`config.mk`:
```
export PLATFORM = sky130hd
export DESIGN_NAME = gpio_irq_ctrl
export DESIGN_NICKNAME = d
export VERILOG_FILES = /design/src/rtl/gpio_irq_pkg.sv /design/src/rtl/gpio_irq_ctrl_dec.sv /design/src/rtl/gpio_irq_ctrl_dp.sv /design/src/rtl/gpio_irq_ctrl.sv
export SDC_FILE = /design/constraint.sdc
export NUM_CORES = 1
export LEC_CHECK = 0
export BUFFER_PORTS_ARGS = -buffer_cell sky130_fd_sc_hd__buf_2
export CORE_MARGIN = 4
export CORE_UTILIZATION = 56
export CTS_CLUSTER_SIZE = 30
export DETAILED_ROUTE_END_ITERATION = 10
export PLACE_DENSITY_LB_ADDON = 0.15
export RECOVER_POWER = 100
export SLEW_MARGIN = 40
export SYNTH_ARGS = -nofsm -noshare
export SYNTH_HDL_FRONTEND = slang
export SYNTH_SLANG_ARGS = --single-unit
```
`constraint.sdc`:
```
create_clock -name clk -period 5.1 [get_ports clk]
set_input_delay 1.02 -clock clk [delete_from_list [all_inputs] [get_ports clk]]
set_output_delay 1.02 -clock clk [all_outputs]
set_load 0.005 [all_outputs]
```
`src/rtl/gpio_irq_pkg.sv`:
```
package gpio_irq_pkg;

  // Byte offsets of the register file
  localparam int OFS_DIR  = 'h00;
  localparam int OFS_IN   = 'h08;
  localparam int OFS_OUT  = 'h10;
  localparam int OFS_SET  = 'h18;
  localparam int OFS_CLR  = 'h20;
  localparam int OFS_MODE = 'h30;

  // Write strobes from the decoder to the datapath
  typedef struct packed {
    logic wrDir;
    logic wrOut;
    logic wrSet;
    logic wrClr;
    logic wrMode;
  } regStrobe_t;

  // Read-back source selection
  typedef enum logic [2:0] {
    RD_NONE,
    RD_DIR,
    RD_IN,
    RD_OUT,
    RD_MODE
  } rdSel_t;

endpackage

```
`src/rtl/gpio_irq_ctrl_dec.sv`:
```
module gpio_irq_ctrl_dec
  import gpio_irq_pkg::*;
#(
  parameter int ADDR_W = 8
) (
  input  logic [ADDR_W-1:0] busAddr,
  input  logic              busWe,
  output regStrobe_t        strobe,
  output rdSel_t            rdSel
);

  // Full-width address compare: aliases of an offset do not hit
  always_comb begin
    strobe = '0;
    rdSel  = RD_NONE;
    case (busAddr)
      ADDR_W'(OFS_DIR): begin
        rdSel        = RD_DIR;
        strobe.wrDir = busWe;
      end
      ADDR_W'(OFS_IN): begin
        rdSel = RD_IN;   // input register is read-only, writes dropped
      end
      ADDR_W'(OFS_OUT): begin
        rdSel        = RD_OUT;
        strobe.wrOut = busWe;
      end
      ADDR_W'(OFS_SET): begin
        strobe.wrSet = busWe;   // reads return zero
      end
      ADDR_W'(OFS_CLR): begin
        strobe.wrClr = busWe;   // reads return zero
      end
      ADDR_W'(OFS_MODE): begin
        rdSel         = RD_MODE;
        strobe.wrMode = busWe;
      end
      default: begin
        strobe = '0;
        rdSel  = RD_NONE;
      end
    endcase
  end

endmodule

```
`src/rtl/gpio_irq_ctrl_dp.sv`:
```
module gpio_irq_ctrl_dp
  import gpio_irq_pkg::*;
#(
  parameter int NUM_PINS    = 32,
  parameter int NUM_IRQ     = 16,
  parameter int SYNC_STAGES = 2
) (
  input  logic                clk,
  input  logic                rstN,
  input  regStrobe_t          strobe,
  input  rdSel_t              rdSel,
  input  logic [NUM_PINS-1:0] wdata,
  input  logic [NUM_PINS-1:0] pinIn,
  output logic [NUM_PINS-1:0] rdata,
  output logic [NUM_PINS-1:0] pinOut,
  output logic [NUM_PINS-1:0] pinOe,
  output logic [NUM_IRQ-1:0]  irqOut
);

  localparam int LAST_STAGE = SYNC_STAGES - 1;

  logic [SYNC_STAGES-1:0][NUM_PINS-1:0] syncChain;
  logic [NUM_PINS-1:0] syncIn;
  logic [NUM_IRQ-1:0]  prevIn;
  logic [NUM_PINS-1:0] dirReg;
  logic [NUM_PINS-1:0] outReg;
  logic [NUM_PINS-1:0] modeReg;

  // Input synchronizer
  always_ff @(posedge clk) begin
    if (!rstN) begin
      syncChain <= '0;
    end else begin
      syncChain[0] <= pinIn;
      for (int s = 1; s < SYNC_STAGES; s++) begin
        syncChain[s] <= syncChain[s-1];
      end
    end
  end

  assign syncIn = syncChain[LAST_STAGE];

  // Last synchronized value of the interrupt-capable lines
  always_ff @(posedge clk) begin
    if (!rstN) prevIn <= '0;
    else       prevIn <= syncIn[NUM_IRQ-1:0];
  end

  // Control registers
  always_ff @(posedge clk) begin
    if (!rstN) begin
      dirReg  <= '0;
      outReg  <= '0;
      modeReg <= '0;
    end else begin
      if (strobe.wrDir)  dirReg  <= wdata;
      if (strobe.wrMode) modeReg <= wdata;
      if (strobe.wrOut)      outReg <= wdata;
      else if (strobe.wrSet) outReg <= outReg | wdata;
      else if (strobe.wrClr) outReg <= outReg & ~wdata;
    end
  end

  assign pinOut = outReg;
  assign pinOe  = dirReg;

  // Per-line interrupt request: the output bit doubles as polarity,
  // the mode bit switches to change detection on both edges
  for (genvar i = 0; i < NUM_IRQ; i++) begin : g_irq
    logic lvlReq;
    logic edgeReq;
    assign lvlReq    = syncIn[i] ^ outReg[i];
    assign edgeReq   = syncIn[i] ^ prevIn[i];
    assign irqOut[i] = modeReg[i] ? edgeReq : lvlReq;
  end

  // Read-back mux
  always_comb begin
    case (rdSel)
      RD_DIR:  rdata = dirReg;
      RD_IN:   rdata = syncIn;
      RD_OUT:  rdata = outReg;
      RD_MODE: rdata = modeReg;
      default: rdata = '0;
    endcase
  end

  AST_SET_FORCES_ONE: assert property (@(posedge clk) disable iff (!rstN)
    strobe.wrSet |=> ((outReg & $past(wdata)) == $past(wdata)));

  AST_CLR_FORCES_ZERO: assert property (@(posedge clk) disable iff (!rstN)
    strobe.wrClr |=> ((outReg & $past(wdata)) == '0));

  AST_SETCLR_KEEPS_OTHERS: assert property (@(posedge clk) disable iff (!rstN)
    (strobe.wrSet || strobe.wrClr) |=>
      ((outReg & ~$past(wdata)) == ($past(outReg) & ~$past(wdata))));

  AST_EDGE_QUIET_WHEN_STABLE: assert property (@(posedge clk) disable iff (!rstN)
    ($stable(syncIn) && $stable(modeReg)) |->
      ((irqOut & modeReg[NUM_IRQ-1:0]) == '0));

endmodule

```
`src/rtl/gpio_irq_ctrl.sv`:
```
module gpio_irq_ctrl
  import gpio_irq_pkg::*;
#(
  parameter int ADDR_W      = 8,
  parameter int NUM_PINS    = 32,
  parameter int NUM_IRQ     = 16,
  parameter int SYNC_STAGES = 2
) (
  input  logic                clk,
  input  logic                rstN,
  input  logic [ADDR_W-1:0]   busAddr,
  input  logic                busWe,
  input  logic [NUM_PINS-1:0] busWdata,
  output logic [NUM_PINS-1:0] busRdata,
  input  logic [NUM_PINS-1:0] pinIn,
  output logic [NUM_PINS-1:0] pinOut,
  output logic [NUM_PINS-1:0] pinOe,
  output logic [NUM_IRQ-1:0]  irqOut
);

  regStrobe_t strobe;
  rdSel_t     rdSel;

  gpio_irq_ctrl_dec #(
    .ADDR_W (ADDR_W)
  ) i_dec (
    .busAddr (busAddr),
    .busWe   (busWe),
    .strobe  (strobe),
    .rdSel   (rdSel)
  );

  gpio_irq_ctrl_dp #(
    .NUM_PINS    (NUM_PINS),
    .NUM_IRQ     (NUM_IRQ),
    .SYNC_STAGES (SYNC_STAGES)
  ) i_dp (
    .clk    (clk),
    .rstN   (rstN),
    .strobe (strobe),
    .rdSel  (rdSel),
    .wdata  (busWdata),
    .pinIn  (pinIn),
    .rdata  (busRdata),
    .pinOut (pinOut),
    .pinOe  (pinOe),
    .irqOut (irqOut)
  );

  logic addrMapped;
  logic addrSetClr;
  assign addrMapped = busAddr inside {ADDR_W'(OFS_DIR), ADDR_W'(OFS_OUT),
                                      ADDR_W'(OFS_SET), ADDR_W'(OFS_CLR),
                                      ADDR_W'(OFS_MODE)};
  assign addrSetClr = (busAddr == ADDR_W'(OFS_SET)) || (busAddr == ADDR_W'(OFS_CLR));

  AST_SETCLR_READ_ZERO: assert property (@(posedge clk) disable iff (!rstN)
    addrSetClr |-> (busRdata == '0));

  AST_DEAD_WRITE_NO_EFFECT: assert property (@(posedge clk) disable iff (!rstN)
    (busWe && !addrMapped) |=> ($stable(pinOut) && $stable(pinOe)));

endmodule

```
==> key figures <==
Setup path
  • R2R depth: 2
  • CP cell instances: clkbuf_1, or4_1, o31ai_1, clkbuf_1, a2bb2oi_1, o2bb2ai_1
  • Max stage delay cell, worst path: o31ai_1
  • Cell repeated most along the worst path: clkbuf_1
  • R2R Setup Slk: 4.31 ns
  • Crit path launch: busAddr[1]
  • Reg2reg start: i_dp.pinOe[5]
  • Worst-path maximum fanout: 23
  • R2r endpoint: i_dp.pinOe[5]
  • Crit Path Class: in -> reg
  • Critical Path Sink Type: flop
  • Data arrival time of the critical path: 4.54 ns
  • Slowest Stage Delay on Critical Path: 1.46 ns
  • Req. time, crit path: 5.40 ns
  • Startpoint types: primary input

Timing
  • Post-route setup TNS: 0 ns
  • Worst Hold Slack: 0.431 ns
  • # setup viols final: 0
  • Final period util: 83.1%
  • RSZ-0062 raised after global routing: false
  • Highest Clock Rate: 0.236 GHz
  • Count of final hold-check violations: 0
  • Least-Margin Pin Slew: 2.21 ns
  • Skew final: 0.00816 ns
  • Min cycle time layout: 4.24 ns
  • Worst Setup Slack, final: 0.862 ns
  • Slew headroom: -47.1%
  • Fin. max-slew vios: 186

Clock tree
  • Number of cells upsized or downsized after cts: 0
  • Clock slew at reported path FFs: 0.06 ns
  • Worst skew pair latency: 0.42 ns
  • Buffer count from post-CTS setup fixing: 0
  • CTS Buffer Depth: 2
  • Hold Buf Count CTS: 0
  • CTS tree: yes
  • Htree depth: 4
  • Sink Count: 176
  • Total CTS buffers: 17
  • Root Driver: clkbuf_16

Power
  • Clk network pwr share: 45.4%
  • Sw Pwr: 598 uW
  • Total leakage power: 3.10 nW
  • PD cells: 336 mW/mm^2
  • P_int: 2.28 mW
  • Peak VDD IR: 0.206 mV
  • Reg power frac: 49.2%
  • Switching Fraction: 20.8%
  • Comb pwr share: 5.4%

Placed design
  • IO Port Bufs: 186
  • Dpl ws: 1.29 ns
  • Placed cells: 1065
  • Placed Area: 0.00809 mm^2
  • Gpl congestion: 0.894
  • DP HPWL: 12.4 mm

Synth
  • Synthesized area: 0.00702 mm^2
  • Syn_nets: 835
  • Post-synth top area cell: dfxtp_1
  • Syn avg cell area: 9.24 um^2
  • Mapped Cells: 760
  • Yosys top cell area share: 50.2%
  • Sequential area share after synthesis: 50.2%
  • Yosys warning count: 0
  • Post-synth EDFFs: 0
  • Register bit total from synthesis: 176
  • Area contributors post-synth: dfxtp_1 (50%), and2_1 (7.2%), a22oi_1 (6.6%), nand2_1 (5.5%), a2bb2oi_1 (4.0%)
  • Async SR Flop Fraction: 0%
  • Synth cell types: 30
  • Post-synth top flop: dfxtp_1

Floorplan
  • DIE HEIGHT: 120 um
  • Die area: 0.0144 mm^2
  • Starting Density: 57.7%
  • IO Pins: 187
  • Die Span X: 120 um
  • Core ar.: 0.0122 mm^2
  • Site Rows: 40

Min path
  • HP Class: reg -> reg

Cells and area
  • Post-route cell area: 0.00856 mm^2
  • Final Net Count: 992
  • Fill cell count: 985
  • Layout cells sized above 1: 16.4%
  • Non-Filler Instances: 1097
  • FF+latch area: 0.00352 mm^2
  • Multi-input gate area: 0.00311 mm^2
  • Diode count: 0
  • Syn-to-layout area delta: 21.9%

Route
  • Drt initial violations: 542
  • DRT Wirelength: 19.5 mm
  • DRT antenna net count: 0
  • Vias/cell: 5.67
  • DRC viols: 0
  • DRT Pass-1 Iters: 6
  • Via count: 6225
  • Avg WL per Cell: 17.8 um

GRT
  • Antenna violations before repair: 0
  • Largest net degree at the start of global routing: 134
  • First-pass GRT wire length: 31.1 mm
  • GRT overflow: 0
  • Vias in the first global route: 6262
  • Gr usage total: 26.9%

Run status
  • Status: finished with violations
  • Failing checks: capacitance limit, slew limit

Flow run
  • Max-cap violations: 3
==> synth_stat cells (11+ instances only) <==
| cell type | instances |
|---|---|
| a2bb2oi_1 | 32 |
| o21ai_0 | 51 |
| dfxtp_1 | 176 |
| a21boi_0 | 32 |
| nand2_1 | 102 |
| buf_2 | 11 |
| and2_1 | 81 |
| a22oi_1 | 62 |
| nand3_1 | 32 |
| clkbuf_1 | 46 |
| inv_1 | 33 |
| o2bb2ai_1 | 32 |
| o21ai_1 | 12 |
| mux2i_1 | 17 |
| xnor2_1 | 16 |
==> power by group through the flow <==
stage	Clock (mW)	Combinational, mW	Sequential, mW
finish	1.31	0.155	1.41
global route	1.38	0.169	1.42
CTS	1.32	0.154	1.41
detailed placement	0	0.153	1.44
global placement	0	0.147	1.44
floorplan	0	0.0853	1.44
==> worst min path at each step <==
stage,startpoint,end,slack (ns),cells after the start
after detailed placement,i_dp.syncChain[18],i_dp.syncIn[18],0.42,1
after global placement,i_dp.syncChain[23],i_dp.syncIn[23],0.41,1
final,i_dp.syncChain[28],i_dp.syncIn[28],0.43,1
after global routing,i_dp.syncChain[11],i_dp.syncIn[11],0.44,1
after floorplan,i_dp.syncChain[0],i_dp.syncIn[0],0.41,1
after CTS,i_dp.syncChain[18],i_dp.syncIn[18],0.43,1
==> layer usage <==
metal	track usage, %	part of all wire [%]
met5	0	0
met4	12.0	2.7
met3	5.94	7.6
met2	46.2	50
met1	32.2	40
==> critical path: cells and delay by family <==
family | cells | cell delay, ns
simple gates | 1 | 0.60
compound gates | 3 | 1.81
buf+inv | 2 | 1.09
==> placed cells by master (no fill, tap or decap), types with 2 or more instances in the layout <==
cell	synthesis	routed
clkbuf_2	3	3
buf_2	11	108
clkbuf_8	0	3
nand3_1	32	32
clkinv_2	0	3
buf_8	0	2
o21ai_1	12	2
and4_1	2	2
dfxtp_1	176	176
and2_0	0	18
mux2i_1	17	17
o21ai_0	51	61
nor3_1	3	2
buf_16	0	3
inv_1	33	33
clkbuf_1	46	85
a2bb2oi_1	32	32
nor4_1	1	2
nand2_1	102	102
o2bb2ai_1	32	32
clkbuf_16	0	17
xnor2_1	16	16
a21boi_0	32	32
and2_1	81	63
a22oi_1	62	62
buf_4	0	5
bufinv_16	0	3
==> cell families after synthesis <==
| kind of cell | synth area share, % |
|---|---|
| compound gates | 23.1 |
| simple gates | 16.6 |
| flops | 50.2 |
| mux | 2.42 |
| buf+inv | 5.70 |
| xor+xnor | 2.00 |
==> stage by stage <==
stage / power, mW / util (%)
after floorplan: 1.53 / -
after global placement: 1.59 / 65.8
after detailed placement: 1.60 / 66.5
after CTS: 2.89 / 71.4
after global routing: 2.96 / 70.4
final: 2.88 / 70.4
==> final cells by class <==
cell class	instances	area share, %
Inverter	33	1.45
Sequential cell	176	41.2
Multi-Input combinational cell	488	36.3
Tap cell	168	2.46
Clock inverter	6	1.23
Clock buffer	25	5.67
Timing Repair Buffer	201	11.8
(Power assumes the default switching activity.)
